--- config.mk ---
export PLATFORM = sky130hd
export DESIGN_NAME = rtc_regblock
export DESIGN_NICKNAME = d
export VERILOG_FILES = /design/src/rtl/rtc_pkg.sv /design/src/rtl/rtc_counter.sv /design/src/rtl/rtc_irq_group.sv /design/src/rtl/rtc_regblock.sv
export SDC_FILE = /design/constraint.sdc
export NUM_CORES = 1
export LEC_CHECK = 0
export BUFFER_PORTS_ARGS = -buffer_cell sky130_fd_sc_hd__buf_2
export CORE_MARGIN = 2
export CORE_UTILIZATION = 55
export CTS_BUF_LIST = sky130_fd_sc_hd__clkbuf_2 sky130_fd_sc_hd__clkbuf_4 sky130_fd_sc_hd__clkbuf_8
export DETAILED_ROUTE_END_ITERATION = 10
export PLACE_DENSITY = 0.85
export SYNTH_ARGS = -nofsm -noshare
export SYNTH_HDL_FRONTEND = slang
export SYNTH_SLANG_ARGS = --single-unit
--- constraint.sdc ---
create_clock -name clk_i -period 2.3 [get_ports clk_i]
set_input_delay 0.46 -clock clk_i [delete_from_list [all_inputs] [get_ports clk_i]]
set_output_delay 0.46 -clock clk_i [all_outputs]
set_load 0.05 [all_outputs]
--- src/rtl/rtc_pkg.sv ---
package rtc_pkg;
  localparam int DATA_W = 32;
  localparam int NUM_REGS = 14;

  typedef enum logic [3:0] {
    REG_TIME_LOAD  = 4'd0,
    REG_TIME_NOW   = 4'd1,
    REG_CALIB      = 4'd2,
    REG_SUBSEC     = 4'd3,
    REG_ALARM      = 4'd4,
    REG_CTRL       = 4'd5,
    REG_T_STATUS   = 4'd6,
    REG_T_MASK     = 4'd7,
    REG_T_UNMASK   = 4'd8,
    REG_T_MASKSET  = 4'd9,
    REG_A_STATUS   = 4'd10,
    REG_A_MASK     = 4'd11,
    REG_A_UNMASK   = 4'd12,
    REG_A_MASKSET  = 4'd13
  } rtc_reg_e;

  localparam logic [DATA_W-1:0] CTRL_RESET = 32'h0100_0000;
  localparam logic [DATA_W-1:0] CTRL_RSVD  = 32'h70FF_FFFE;
endpackage

--- src/rtl/rtc_counter.sv ---
module rtc_counter #(
  parameter int TICKS_PER_SEC = 32768,
  parameter int SUB_W = 16,
  parameter int SEC_W = 32
) (
  input  logic             clk_i,
  input  logic             rst_ni,
  input  logic             tick_i,
  input  logic             load_i,
  input  logic [SEC_W-1:0] load_val_i,
  output logic [SEC_W-1:0] sec_o,
  output logic [SUB_W-1:0] sub_o,
  output logic             sec_step_o
);
  localparam logic [SUB_W-1:0] SUB_LAST = SUB_W'(TICKS_PER_SEC - 1);

  logic [SEC_W-1:0] sec_q;
  logic [SUB_W-1:0] sub_q;
  logic             wrap;

  assign wrap       = tick_i && (sub_q == SUB_LAST);
  assign sec_step_o = wrap && !load_i;
  assign sec_o      = sec_q;
  assign sub_o      = sub_q;

  always_ff @(posedge clk_i or negedge rst_ni) begin
    if (!rst_ni) begin
      sec_q <= '0;
      sub_q <= '0;
    end else if (load_i) begin
      sec_q <= load_val_i;
      sub_q <= '0;
    end else if (tick_i) begin
      if (wrap) begin
        sub_q <= '0;
        sec_q <= sec_q + 1'b1;
      end else begin
        sub_q <= sub_q + 1'b1;
      end
    end
  end

  p_wrap_r2: assert property (@(posedge clk_i) disable iff (!rst_ni)
    (tick_i && !load_i && sub_q == SUB_LAST) |=> (sub_q == '0 && sec_q == $past(sec_q) + 1'b1));

  p_load_r3: assert property (@(posedge clk_i) disable iff (!rst_ni)
    load_i |=> (sec_q == $past(load_val_i) && sub_q == '0));
endmodule

--- src/rtl/rtc_irq_group.sv ---
module rtc_irq_group #(
  parameter int N = 2
) (
  input  logic         clk_i,
  input  logic         rst_ni,
  input  logic [N-1:0] set_i,
  input  logic         clr_we_i,
  input  logic         unmask_we_i,
  input  logic         maskset_we_i,
  input  logic [N-1:0] wdata_i,
  output logic [N-1:0] status_o,
  output logic [N-1:0] mask_o,
  output logic         irq_o
);
  logic [N-1:0] status_q, mask_q;
  logic [N-1:0] clr;

  assign clr = clr_we_i ? wdata_i : '0;

  always_ff @(posedge clk_i or negedge rst_ni) begin
    if (!rst_ni) begin
      status_q <= '0;
      mask_q   <= '1;
    end else begin
      status_q <= (status_q & ~clr) | set_i;
      if (unmask_we_i)       mask_q <= mask_q & ~wdata_i;
      else if (maskset_we_i) mask_q <= mask_q | wdata_i;
    end
  end

  assign status_o = status_q;
  assign mask_o   = mask_q;
  assign irq_o    = |(status_q & ~mask_q);

  p_set_wins_r6: assert property (@(posedge clk_i) disable iff (!rst_ni)
    (|set_i) |=> ((status_q & $past(set_i)) == $past(set_i)));

  p_unmask_r7: assert property (@(posedge clk_i) disable iff (!rst_ni)
    unmask_we_i |=> ((mask_q & $past(wdata_i)) == '0));

  p_maskset_r7: assert property (@(posedge clk_i) disable iff (!rst_ni)
    (maskset_we_i && !unmask_we_i) |=> ((mask_q & $past(wdata_i)) == $past(wdata_i)));

  p_mask_hold_r7: assert property (@(posedge clk_i) disable iff (!rst_ni)
    (!unmask_we_i && !maskset_we_i) |=> $stable(mask_q));
endmodule

--- src/rtl/rtc_regblock.sv ---
module rtc_regblock
  import rtc_pkg::*;
#(
  parameter int          ADDR_W = 8,
  parameter int          TICKS_PER_SEC = 32768,
  parameter logic [20:0] CALIB_INIT = 21'h00_8000
) (
  input  logic              clk_i,
  input  logic              rst_ni,
  input  logic              tick_i,
  input  logic              req_i,
  input  logic              we_i,
  input  logic [ADDR_W-1:0] addr_i,
  input  logic [31:0]       wdata_i,
  output logic [31:0]       rdata_o,
  output logic              irq_time_o,
  output logic              irq_aerr_o
);
  localparam int SUB_W = 16;
  localparam int WIDX_W = ADDR_W - 2;

  logic [WIDX_W-1:0] widx;
  logic              aligned, hit, wr, rd;
  rtc_reg_e          sel;

  logic [31:0]      sec;
  logic [SUB_W-1:0] sub;
  logic             sec_step, alarm_hit;
  logic [31:0]      alarm_q, ctrl_q;

  logic [1:0] t_status, t_mask;
  logic [0:0] a_status, a_mask;

  assign widx    = addr_i[ADDR_W-1:2];
  assign aligned = (addr_i[1:0] == 2'b00);
  assign hit     = aligned && (widx < WIDX_W'(NUM_REGS));
  assign sel     = rtc_reg_e'(widx[3:0]);
  assign wr      = req_i && we_i && hit;
  assign rd      = req_i && !we_i && hit;

  rtc_counter #(
    .TICKS_PER_SEC(TICKS_PER_SEC),
    .SUB_W(SUB_W),
    .SEC_W(32)
  ) i_counter (
    .clk_i(clk_i),
    .rst_ni(rst_ni),
    .tick_i(tick_i),
    .load_i(wr && sel == REG_TIME_LOAD),
    .load_val_i(wdata_i),
    .sec_o(sec),
    .sub_o(sub),
    .sec_step_o(sec_step)
  );

  assign alarm_hit = sec_step && ((sec + 1'b1) == alarm_q);

  always_ff @(posedge clk_i or negedge rst_ni) begin
    if (!rst_ni) begin
      alarm_q <= '0;
      ctrl_q  <= CTRL_RESET;
    end else if (wr) begin
      if (sel == REG_ALARM) alarm_q <= wdata_i;
      if (sel == REG_CTRL)  ctrl_q  <= wdata_i & ~CTRL_RSVD;
    end
  end

  rtc_irq_group #(.N(2)) i_time_irq (
    .clk_i(clk_i),
    .rst_ni(rst_ni),
    .set_i({alarm_hit, sec_step}),
    .clr_we_i(wr && sel == REG_T_STATUS),
    .unmask_we_i(wr && sel == REG_T_UNMASK),
    .maskset_we_i(wr && sel == REG_T_MASKSET),
    .wdata_i(wdata_i[1:0]),
    .status_o(t_status),
    .mask_o(t_mask),
    .irq_o(irq_time_o)
  );

  rtc_irq_group #(.N(1)) i_aerr_irq (
    .clk_i(clk_i),
    .rst_ni(rst_ni),
    .set_i(req_i && !hit),
    .clr_we_i(wr && sel == REG_A_STATUS),
    .unmask_we_i(wr && sel == REG_A_UNMASK),
    .maskset_we_i(wr && sel == REG_A_MASKSET),
    .wdata_i(wdata_i[0:0]),
    .status_o(a_status),
    .mask_o(a_mask),
    .irq_o(irq_aerr_o)
  );

  always_comb begin
    rdata_o = '0;
    if (rd) begin
      unique case (sel)
        REG_TIME_LOAD, REG_TIME_NOW: rdata_o = sec;
        REG_CALIB:    rdata_o = {11'd0, CALIB_INIT};
        REG_SUBSEC:   rdata_o = {16'd0, sub};
        REG_ALARM:    rdata_o = alarm_q;
        REG_CTRL:     rdata_o = ctrl_q;
        REG_T_STATUS: rdata_o = {30'd0, t_status};
        REG_T_MASK:   rdata_o = {30'd0, t_mask};
        REG_A_STATUS: rdata_o = {31'd0, a_status};
        REG_A_MASK:   rdata_o = {31'd0, a_mask};
        default:      rdata_o = '0;
      endcase
    end
  end

  p_aerr_set_r9: assert property (@(posedge clk_i) disable iff (!rst_ni)
    (req_i && !hit) |=> a_status[0]);

  p_ctrl_rsvd_r11: assert property (@(posedge clk_i) disable iff (!rst_ni)
    (ctrl_q & CTRL_RSVD) == '0);

  p_alarm_r5: assert property (@(posedge clk_i) disable iff (!rst_ni)
    (sec_step && !(wr && sel == REG_ALARM) && (sec + 1'b1) == alarm_q) |=> t_status[1]);
endmodule

Yosys cells after proc, flatten, opt, wreduce, memory -nomap -nowiden:

Cells that the tools add are included.

* memories: 0
* memory bits (read-only): 0
* logic and storage cells: 86
* input bits: 45
* register bits: 92
* latch bits: 0
* bits in writable memories: 0

* order comparisons: 1
* div/mod/pow operators: 0
* multiplexer cells: 14
* multipliers: 0
* bitwise operators: 16
* reduce and logical (&&, ||, !) cells: 30
* shift-type cells: 0
* add/subtract/negate cells: 2
* equal/unequal tests: 15

Operators by type and width (count)
* $pmux 32 s9: 1
* $mux 32: 4
* $mux 16: 3
* $add 32x1->32 const B: 1
* $eq 32x32->1: 1
* $eq 4x4->1 const B: 6
* $add 16x1->16 const B: 1
* $eq 16x15->1 const B: 1
* $eq 4x3->1 const B: 4
* $logic_and 1x1->1: 16
* $eq 4x2->1 const B: 2
* $reduce_bool 2->1: 4
* $and 2x2->2: 3
* $lt 6x4->1 const B: 1
* $mux 2: 3
* $not 2->2: 3
* $reduce_and 2->1: 3
* $eq 4x1->1 const B: 1
* $logic_not 4->1: 1
* $or 2x2->2: 2
* $reduce_or 2->1: 2
* $and 1x1->1: 3
* $logic_not 1->1: 3
* $mux 1: 3
* other kinds (3): 6

Logic depth before layout (Yosys ltp):

* word-level depth: 8
* mapped depth: 9

Hierarchy:

A second synthesis with hierarchy kept.

* cell total of the unflattened synthesis: 689
* area, all modules: 6246.0 sq um

By module, submodules not included
* rtc_regblock: area each 3274.4 sq um, cells an instance 369, instances 1, seq. area each 952.2 sq um
* rtc_counter: area each 2733.9 sq um, cells an instance 298, instances 1, seq. area each 1201.2 sq um
* rtc_irq_group (i_time_irq): area each 158.9 sq um, cells an instance 15, instances 1, seq. area each 102.6 sq um
* rtc_irq_group (i_aerr_irq): area each 78.8 sq um, cells an instance 7, instances 1, seq. area each 51.3 sq um

Worst setup path before layout:

No wires, ideal clock.

* path kind: input-to-output
* start: in addr_i[4]
* end: out rdata_o[17]
* slack: -424 ps
* data required time: 1840 ps
* stages: 6
* arrival time: 2264 ps
* cells stage by stage: clkbuf_1 nor3_1 clkbuf_1 buf_1 a22oi_1 nor2_1

* cells in the longest elaborated chain, start to end: 4
* elaborated cells between the ends (all ways): 16
* those cells by class: order compare (1); eq/ne (9); mux (2); reduce/logical (4)

Ends and longest elaborated chain
* start, declared: line rtc_regblock.sv:13 `input logic [ADDR_W-1:0] addr_i,`
* $lt 6x4->1, or another cell as far along: line rtc_regblock.sv:36 `assign hit = aligned && (widx < WIDX_W'(NUM_REGS));`
* $logic_and 1x1->1 or $reduce_or 2->1 (tied branches): line rtc_regblock.sv:36, rtc_regblock.sv:97
* $logic_and 1x1->1 or $pmux 32 s9 (tied branches): line rtc_regblock.sv:39, rtc_regblock.sv:97
* $mux 32 *: line rtc_regblock.sv:96 `if (rd) begin`
* end, declared: line rtc_regblock.sv:15 `output logic [31:0] rdata_o,`

Every way passes the cells marked *; elsewhere a longest branch is shown, timed or not.

Final worst setup path:

* start: reg i_counter.sec_q[1], in the netlist i_counter.sec_o[1]
* end: reg i_time_irq.status_q[1], in the netlist i_time_irq.status_o[1]

* cells in the longest elaborated chain, start to end: 4

Ends and longest elaborated chain
* start, declared: line rtc_counter.sv:17 `logic [SEC_W-1:0] sec_q;`
* start signal, assigned: line rtc_counter.sv:31 `sec_q <= load_val_i;`
* start signal, assigned: line rtc_counter.sv:36 `sec_q <= sec_q + 1'b1;`
* $add 32x1->32: line rtc_regblock.sv:56 `assign alarm_hit = sec_step && ((sec + 1'b1) == alarm_q);`
* $eq 32x32->1: line rtc_regblock.sv:56
* $logic_and 1x1->1: line rtc_regblock.sv:56
* $or 2x2->2: line rtc_irq_group.sv:25 `status_q <= (status_q & ~clr) | set_i;`
* end signal, assigned: line rtc_irq_group.sv:25
* end, declared: line rtc_irq_group.sv:15 `logic [N-1:0] status_q, mask_q;`

Every way passes these cells.
A chain may end at the register's enable or synchronous reset.

==> implementation parameters <==
Parameter                              Value

Synth
  Proportion of netlist area held by the largest area contributor    36.7%
  Number of instances in the synthesized netlist    681
  Ys Warns    0
  Number of library cell types mapped by synthesis    65
  Library cell occupying the most area in the post-synthesis netlist    sky130_fd_sc_hd__dfrtp_1
  EDFF count, synth    0
  Total standard cell area after synthesis    6010 sq um
  Total nets after synthesis    728
  Share of async-settable or async-resettable flops after synthesis    100%
  Total of flip-flops plus latches after synthesis    92
  Most used flip-flop cell after synthesis    sky130_fd_sc_hd__dfrtp_1
  Avg Inst Size Synth    8.82 sq um
  Post-synthesis sequential area ratio    slightly below 40%
  Largest cells by area after synthesis    sky130_fd_sc_hd__dfrtp_1, sky130_fd_sc_hd__xnor2_1, sky130_fd_sc_hd__mux2_2

Clock network
  Clock slew at reported path FFs    about 0.09 ns
  Number of hold-repair buffers added at the cts stage    0
  Clock latency reported for the late side of the worst-skew pair    0.40 ns
  Number of clock buffers inserted by TritonCTS    9
  Num Clock Sinks    92
  Maximum level of the CTS H-tree    3
  Maximum buffer depth of the clock tree    2
  Root buffer cell    sky130_fd_sc_hd__clkbuf_8
  TritonCTS clock tree    built

Die
  Number of primary I/O pins    79
  Die height    ~110 um
  Std cell rows    38
  Total Die Area    around 12000 sq um
  Die boundary width    109 um
  Core footprint    around 11000 sq um
  Effective utilization at floorplan    a little under three fifths

Global routing
  Initial antenna violation count    0
  Via count of the first global-routing pass    about 6300
  GRT Resource Usage Total    between 30 and 40%
  Pin count of the biggest net entering global routing    43
  Wire length of the first global-routing pass    roughly 31 mm
  Total congestion overflow    0

Cells and area
  Total of fill cells in the finished design    672
  Synth-to-Final Area Change    39.8%
  Layout cell share with drive strength beyond 1    41.3%
  Fraction of the core area covered by cells at the end of the flow    between 70 and 80%
  # nets final    a little under 900
  Antenna fix cells    0
  Count of placed standard cells in the final layout, fillers left out    between 900 and 1000
  Post-route standard cell area excluding fillers    between 8000 and 9000 sq um

Detailed routing
  Remaining antenna violation count    0
  Detailed-router iteration count before antenna repair    8
  Post-DR wirelength/cell    approximately 21 um
  Residual DRC count    0
  Violation count after the first detailed-route iteration    737
  Via/cell ratio    6.34
  Total via count in the routed design    approximately 6300
  Routed WL    between 20 and 25 mm

Power and ir drop
  Cell internal pwr    approximately 2.5 mW
  Proportion of total power due to net switching    just over 30%
  NetSw    1.07 mW
  Worst voltage drop across the vdd grid    between 300 and 400 uV
  Power per cell area    about 420 nW/um^2
  Post-route total power    3.54 mW
  Combinational Power Share    around a fifth
  Relative contribution of the clock network to total power    30.5%
  Reg power frac    a little over 50%
  Cell leakage power    3.51 nW

Critical path
  Reg-to-reg endpoint    i_time_irq.status_o[1]$_DFF_PN0_
  Startpoint of the worst-slack reg-to-reg timing path    i_counter.sec_o[1]$_DFFE_PN0P_
  Critical path launch point type    flop
  Worst setup path startpoint    i_counter.sec_o[1]$_DFFE_PN0P_
  Critical path capture point type    flop
  Endpoint required time on the critical path    between 2 and 3 ns
  Worst Setup EP    i_time_irq.status_o[1]$_DFF_PN0_
  Crit Path Class    flop to flop
  FF-to-FF setup slack    -0.09 ns
  Arrival time at the worst endpoint    between 2 and 3 ns
  Peak fanout along the critical path    3
  R2R cell count    10

Timing
  Worst-case clock skew    approximately 0.021 ns
  Worst slew pin tran    between 0.5 and 0.6 ns
  Final hold vios    0
  Final critical path time including I/O delays and setup    ~2.4 ns
  Final period util    104%
  Total count of max-transition violations in the final report    0
  Number of setup violations in the final report    19
  Max-Slew Margin vs Limit    roughly 60%
  Unrepaired setup endpoints after global routing    yes
  Final worst slack    -0.0912 ns
  Hold Worst Slack    between 0.015 and 0.02 ns
  Highest attainable clock frequency    about 420 MHz
  TNS Setup    -0.589 ns

Placed design
  Total placed cells including tap cells    around 970
  RD Place Congestion    roughly 1.0
  Detailed placement HPWL    approximately 14 mm
  Instance area after placement    around 7600 sq um
  # port buffers    a little under 80
  Pre-CTS WS    -0.110 ns

Worst hold path
  Worst min-delay path category    input pin to asynchronous set/reset pin

Outcome
  Violations in the final reports    negative setup slack
  Run status    finished, violations left

Job
  Reported max-cap violation count    0
## worst min path at each step
stage           start                         endpoint  slack, ns  depth (start not counted)
6_report       rst_ni          alarm_q[28]$_DFFE_PN0P_       0.02                          1
5_1_grt        rst_ni  i_counter.sec_o[28]$_DFFE_PN0P_       0.05                          1
4_1_cts        rst_ni  i_counter.sec_o[15]$_DFFE_PN0P_       0.03                          1
3_5_place_dp   rst_ni          alarm_q[28]$_DFFE_PN0P_       0.44                          1
3_3_place_gp   rst_ni          alarm_q[28]$_DFFE_PN0P_       0.44                          1
2_1_floorplan  rst_ni           alarm_q[0]$_DFFE_PN0P_       0.16                          0
## sequential cells by signal, summed over array words and instances, names as in the netlist, named ones only
| signal | flops |
|---|---|
| i_time_irq.status_o | 2 |
| i_counter.sec_o | 32 |
| i_counter.sub_o | 16 |
| i_aerr_irq.status_o | 1 |
| alarm_q | 32 |
| ctrl_q | 6 |
## placed cells by master, fill, tap and decap left out, types with 5 or more instances in the layout
master and n:
sky130_fd_sc_hd__nand4_1 22, sky130_fd_sc_hd__clkbuf_8 11, sky130_fd_sc_hd__mux2_2 38, sky130_fd_sc_hd__buf_6 22, sky130_fd_sc_hd__nor3_2 6, sky130_fd_sc_hd__buf_12 8
sky130_fd_sc_hd__nor4_4 5, sky130_fd_sc_hd__nor2_1 48, sky130_fd_sc_hd__nand3_1 21, sky130_fd_sc_hd__xor2_1 28, sky130_fd_sc_hd__buf_8 15, sky130_fd_sc_hd__a22oi_1 11
sky130_fd_sc_hd__buf_2 41, sky130_fd_sc_hd__nand2_1 71, sky130_fd_sc_hd__dfrtp_1 87, sky130_fd_sc_hd__nor2_4 28, sky130_fd_sc_hd__xnor2_1 48, sky130_fd_sc_hd__or3_1 7
sky130_fd_sc_hd__buf_4 116, sky130_fd_sc_hd__a222oi_1 19, sky130_fd_sc_hd__o21ai_1 5, sky130_fd_sc_hd__mux2i_1 6, sky130_fd_sc_hd__inv_1 15, sky130_fd_sc_hd__a21oi_1 11
sky130_fd_sc_hd__o21ai_0 36, sky130_fd_sc_hd__nor3_1 9
## synth_stat cells, drive strengths merged, types with 4 or more instances
cell type / n
dfrtp: 88
nor2: 80
nand2: 72
xnor2: 51
o21ai: 42
mux2: 38
clkbuf: 35
xor2: 29
nand3: 23
nand4: 23
a222oi: 19
buf: 18
nor3: 18
inv: 15
a21oi: 13
a22oi: 11
nor4: 11
or3: 7
and3: 6
mux2i: 6
nand2b: 5
nor3b: 5
a31oi: 4
dfstp: 4
nor2b: 4
o22ai: 4
o31ai: 4
## power by group through the flow
| stage | clock (mW) | combinational, mW | sequential [mW] |
|---|---|---|---|
| floorplan | 0 | 0.287 | 1.82 |
| global placement | 0 | 0.565 | 1.81 |
| detailed placement | 0 | 0.596 | 1.82 |
| CTS | 1.09 | 0.606 | 1.78 |
| global route | 1.15 | 0.725 | 1.80 |
| finish | 1.08 | 0.670 | 1.79 |
## cells by family (layout without fill, tap and decap cells)
kind of cell,after synthesis,after routing,synth area share (%)
xor gates and xnor gates,80,80,11.7
DFF,92,92,38.4
muxes,44,44,8.12
AOI/OAI and AO/OA,120,120,13.7
buffers and inverters,68,237,4.85
and+or+nand+nor,275,275,22.8
adders and majority gates,2,2,0.416
## metal layers
layer	GRT usage (%)	wire, um
met1	39.5	7300
met2	57.5	10200
met3	5.91	1830
met4	17.9	1040
met5	0	0
## layout make-up
cell class,count,area [sq um],share of cell area [%]
clock inverter,5,35.0,0.417
sequential,92,2310,27.5
clock buffer,11,151,1.80
tap,140,175,2.08
timing repair buffer,206,1770,21.1
multi-input combinational,521,3900,46.4
inverter,15,56.3,0.670
## critical path, cell delays in order (launching register included)
cell	delay, ns
sky130_fd_sc_hd__dfrtp_1	0.40
sky130_fd_sc_hd__ha_4	0.16
sky130_fd_sc_hd__nand4_1	0.16
sky130_fd_sc_hd__buf_4	0.21
sky130_fd_sc_hd__nor4_4	0.30
sky130_fd_sc_hd__buf_4	0.16
sky130_fd_sc_hd__xnor2_1	0.07
sky130_fd_sc_hd__a2111oi_0	0.34
sky130_fd_sc_hd__and4_1	0.27
sky130_fd_sc_hd__o2111ai_2	0.11
sky130_fd_sc_hd__o21ai_1	0.15
## timing repair
action,CTS,global route
resized for setup,46,90
gates cloned,0,2
endpoints found under the setup margin,35,24
buffers inserted,1,7
pin swaps,8,36
No activity file was read; power rests on OpenSTA's default activity.
